## src/rtl/wrcyc_ctrl.sv

```systemverilog
module wrcyc_ctrl #(
  parameter int CNT_W = 16
) (
  input  logic             clk,
  input  logic             rst_n,
  input  logic             cs_n,
  input  logic             wp_n,
  input  logic             wel_set,
  input  logic             wr_seq_ok,
  input  logic             sr_wr,
  input  logic [7:0]       sr_din,
  input  logic [CNT_W-1:0] cyc_len,
  output logic             busy,
  output logic             commit,
  output logic             standby,
  output logic [7:0]       sr_q
);

  localparam logic [CNT_W-1:0] ONE = CNT_W'(1);

  logic             cs_q, wel, pen, pend_sr, pend_pen;
  logic [1:0]       bp, pend_bp;
  logic [CNT_W-1:0] cnt;

  wire cs_rise = cs_n & ~cs_q;
  wire req     = cs_rise & wr_seq_ok & wel & ~busy;
  wire locked  = sr_wr & pen & ~wp_n;
  wire start   = req & ~locked;
  wire abort   = req & locked;
  wire last    = (cnt == ONE);

  assign busy    = (cnt != '0);
  assign standby = cs_n & ~busy;
  assign sr_q    = {pen, 3'b000, bp, wel, busy};

  always_ff @(posedge clk or negedge rst_n)
    if (!rst_n) cs_q <= 1'b1;
    else        cs_q <= cs_n;

  always_ff @(posedge clk or negedge rst_n)
    if (!rst_n)     cnt <= '0;
    else if (start) cnt <= (cyc_len == '0) ? ONE : cyc_len;
    else if (busy)  cnt <= cnt - ONE;

  always_ff @(posedge clk or negedge rst_n)
    if (!rst_n) begin
      pend_sr  <= 1'b0;
      pend_pen <= 1'b0;
      pend_bp  <= 2'b00;
    end else if (start) begin
      pend_sr  <= sr_wr;
      pend_pen <= sr_din[7];
      pend_bp  <= sr_din[3:2];
    end

  always_ff @(posedge clk or negedge rst_n)
    if (!rst_n) begin
      commit <= 1'b0;
      pen    <= 1'b0;
      bp     <= 2'b00;
    end else begin
      commit <= last;
      if (last && pend_sr) begin
        pen <= pend_pen;
        bp  <= pend_bp;
      end
    end

  always_ff @(posedge clk or negedge rst_n)
    if (!rst_n)                wel <= 1'b0;
    else if (last || abort)    wel <= 1'b0;
    else if (wel_set && !busy) wel <= 1'b1;


  idle_start_chk: assert property (@(posedge clk) disable iff (!rst_n)
    (cs_n && !cs_q && wr_seq_ok && wel && !busy && !(sr_wr && pen && !wp_n)) |=> busy);


  no_restart_chk: assert property (@(posedge clk) disable iff (!rst_n)
    (busy && cnt != ONE) |=> (busy && cnt == $past(cnt) - ONE));


  commit_edge_chk: assert property (@(posedge clk) disable iff (!rst_n)
    $fell(busy) |-> commit);


  commit_idle_chk: assert property (@(posedge clk) disable iff (!rst_n)
    commit |-> (!busy && !$past(commit)));


  wel_clear_chk: assert property (@(posedge clk) disable iff (!rst_n)
    commit |-> !wel);


  lock_abort_chk: assert property (@(posedge clk) disable iff (!rst_n)
    (cs_n && !cs_q && wr_seq_ok && wel && !busy && sr_wr && pen && !wp_n) |=> (!busy && !wel));


  pen_stable_chk: assert property (@(posedge clk) disable iff (!rst_n)
    !$stable(pen) |-> commit);


  standby_chk: assert property (@(posedge clk) disable iff (!rst_n)
    busy |-> !standby);

endmodule

```

## config.mk

```make
export PLATFORM = sky130hd
export DESIGN_NAME = wrcyc_ctrl
export DESIGN_NICKNAME = d
export VERILOG_FILES = /design/src/rtl/wrcyc_ctrl.sv
export SDC_FILE = /design/constraint.sdc
export NUM_CORES = 1
export LEC_CHECK = 0
export BUFFER_PORTS_ARGS = -buffer_cell sky130_fd_sc_hd__buf_4
export CAP_MARGIN = 0
export CORE_ASPECT_RATIO = 2
export CORE_MARGIN = 2
export CORE_UTILIZATION = 46
export CTS_CLUSTER_DIAMETER = 200
export CTS_CLUSTER_SIZE = 20
export DETAILED_ROUTE_END_ITERATION = 8
export PLACE_DENSITY = 0.75
export SYNTH_ARGS = -nofsm -noshare
export SYNTH_HDL_FRONTEND = slang
export SYNTH_SLANG_ARGS = --single-unit
```

## constraint.sdc

```tcl
create_clock -name clk -period 2.1 [get_ports clk]
set_input_delay 0.105 -clock clk [delete_from_list [all_inputs] [get_ports clk]]
set_output_delay 0.105 -clock clk [all_outputs]
set_load 0.05 [all_outputs]
```

==> flow_summary.json <==
{
  "pre_cts_slack_ns": -0.0733,
  "synth.area.top_cells": "dfrtp_1, mux2_2, a21oi_1",
  "critPathRequiredTime_ns": 2.00,
  "clk_pin_slew_ns": 0.10,
  "dpl_cell_area_um2": 1860,
  "drive_above_1_share": 0.449,
  "num-fill-cells": 235,
  "reg2reg_depth": 7,
  "vdd_drop_max_mv": 0.519,
  "power_w": 0.000869,
  "hp-start": "cyc_len[6]",
  "p_sw_frac": 0.227,
  "ys.flop_type": "dfrtp_1",
  "grt_max_degree": 27,
  "final_cells": 236,
  "finClkSkew_ns": 0.0104,
  "pwr-share-seq": 0.578,
  "period_minus_slack_ns": 2.11,
  "syn_inst": 145,
  "fin_nets": 239,
  "gp_congestion": 0.934,
  "hold_ws_ns": 0.0357,
  "design_area_um2": 2060,
  "die_y_um": 84.0,
  "p_clk_frac": 0.341,
  "port-buffer-count": 33,
  "cts_buffers": 3,
  "fmax_ghz": 0.473,
  "powerDensity_nw_per_um2": 423,
  "run_status": "finished with violations",
  "min_to": "cnt[6]",
  "combPwrFrac": 0.081,
  "clk-insertion-delay-late_ns": 0.27,
  "slew_headroom": 0.660,
  "yosysSeqAreaShare": 0.443,
  "end_kind": "output pin",
  "antenna_found_initial": 0,
  "fp-row-count": 29,
  "cts_tree": "done",
  "drc": 0,
  "cts_sinks": 26,
  "yosysMostFrequentCell": "dfrtp_1",
  "dr.pass1.iters": 4,
  "hold_viol": 0,
  "via_count": 1443,
  "wire_per_inst_um": 18.1,
  "synth_common_cells": "dfrtp_1, a21oi_1, nor3_1",
  "coreArea_um2": 3120,
  "dp_hpwl_mm": 3.15,
  "synth_top_cell_by_area": "dfrtp_1",
  "synth-edff-count": 0,
  "setup_viol": 1,
  "rsz0062_at_grt": "yes",
  "root_buffer": "clkbuf_8",
  "worstMarginPinSlew_ns": 0.505,
  "rr_startpoint": "cnt[6]",
  "cts_buffer_depth": 2,
  "fin_ws_ns": -0.0135,
  "syn_area_um2": 1470,
  "die_w_um": 44.0,
  "async_flop_share": 1.00,
  "holdPathStages": 2,
  "cts-htree-levels": 1,
  "drv_slew": 0,
  "multi_input_area_um2": 757,
  "synthDominantCellAreaShare": 0.426,
  "p_sw_w": 0.000197,
  "seq_area_um2": 652,
  "regToRegSetupSlack_ns": 0,
  "syn_area_per_cell_um2": 10.1,
  "grt_overflow": 0,
  "syn_to_final_growth_pct": 39.8,
  "drt-total-wl_mm": 4.28,
  "violations": "setup timing",
  "dieArea_um2": 3690,
  "grt_usage": 0.246,
  "r2r-end": "cnt[2]",
  "worstPathArrival_ns": 2.01,
  "grt_pass1_vias": 1548,
  "start_util": 0.471,
  "yosys_warnings": 0,
  "finalCritPeriodShare": 1.01,
  "drtIter0Drc": 59,
  "dp_cells": 223,
  "hold_path_class": "in -> reg",
  "maxCapViolations": 0,
  "drtAntennaViolNets": 0,
  "internal_power_w": 0.000672,
  "num_antenna_cells": 0,
  "crit_type": "reg -> out",
  "synth_cell_types": 44,
  "ios": 42,
  "viasPerCell": 6.11,
  "crit_fanout": 2,
  "synth_seq_cells": 26,
  "grt_pass1_wl_mm": 6.90,
  "setup.worst_path.start_class": "register",
  "leakage_nw": 0.926
}
==> cells by family after synthesis <==
logic type / Yosys count / synth area share
compound gates: 30 / 0.131
buf+inv: 18 / 0.0783
simple gates: 53 / 0.224
xor+xnor: 6 / 0.0357
flops: 26 / 0.443
fa+ha+maj: 2 / 0.0170
mux: 9 / 0.0681
other cells: 1 / 0.00255
==> worst max path at each step <==
stage             from      end  slack, ns  depth (start not counted)
4_1_cts         cnt[7]  standby      -0.06                          5
5_1_grt         cnt[0]   cnt[0]      -0.09                          8
3_3_place_gp   cnt[13]   cnt[9]       0.02                          5
2_1_floorplan   cnt[0]  cnt[11]       0.01                          8
6_report        cnt[6]  standby      -0.01                          5
3_5_place_dp    cnt[1]  cnt[11]      -0.07                          7
==> area by class of cell <==
cell class / count / share of cell area
timing repair buffer: 68 / 0.265
clock buffer: 4 / 0.0219
multi-input combinational: 103 / 0.368
sequential: 26 / 0.317
inverter: 4 / 0.00852
tap: 31 / 0.0189
==> power groups by stage <==
| stage | sequential (W) | clock [W] | combinational, W |
|---|---|---|---|
| after floorplan | 0.000512 | 0 | 0.0000191 |
| after global placement | 0.000512 | 0 | 0.0000655 |
| after detailed placement | 0.000512 | 0 | 0.0000675 |
| after CTS | 0.000502 | 0.000303 | 0.0000707 |
| after global routing | 0.000502 | 0.000321 | 0.0000762 |
| final | 0.000502 | 0.000297 | 0.0000701 |
==> sequential cells by signal, summed over array words and instances, names as in the netlist <==
name,count
pend_pen,1
cnt,16
bp,2
cs_q,1
wel,1
pend_bp,2
pend_sr,1
pen,1
commit,1
==> what timing repair did <==
action                                  in CTS  in global routing
gates cloned                                 0                  0
gates resized for setup                      7                 16
setup buffers                                3                  4
hold endpoints to repair                    26                  0
pin swaps                                    3                  2
endpoints found under the setup margin      11                 11
hold buffers                                 2                  0
==> routing by layer <==
layer / wire, um / vias to the layer above / GRT usage
li1: - / 654 / -
met1: 1420 / 706 / 0.248
met2: 2490 / 65 / 0.453
met3: 208 / 18 / 0.0325
met4: 162 / 0 / 0.127
met5: 0 / - / 0
==> stage by stage <==
step / util / TNS [ns]
3_5_place_dp: 0.597 / -0.0914
6_report: 0.659 / -0.0135
3_3_place_gp: 0.597 / 0
2_1_floorplan: - / 0
5_1_grt: 0.659 / -0.331
4_1_cts: 0.632 / -0.104
==> critical path: stages, from the launching register on <==
cell	delay [ns]
dfrtp_1	0.39
or4_4	0.57
nor4_4	0.33
buf_4	0.17
and2_4	0.14
buf_8	0.13
==> placed cells by master, fill, tap and decap left out, drive strengths merged, types with 2 or more instances in the layout <==
master       synthesis  routed
nor4                 8       8
o21ai                3       3
buf                 11      66
clkbuf               3       4
xnor2                5       5
o31ai                3       3
nand2                4       4
nor3b                2       2
or4                  7       7
and2                 2       2
nand3                2       2
nor2                 6       6
nor3                13      13
ha                   2       2
conb                 1       3
mux2                 8       8
dfrtp               25      25
a21o                 2       2
a211oi               2       2
inv                  4       4
a21oi               13      13
dlygate4sd3          0       2
(Power assumes the default switching activity.)
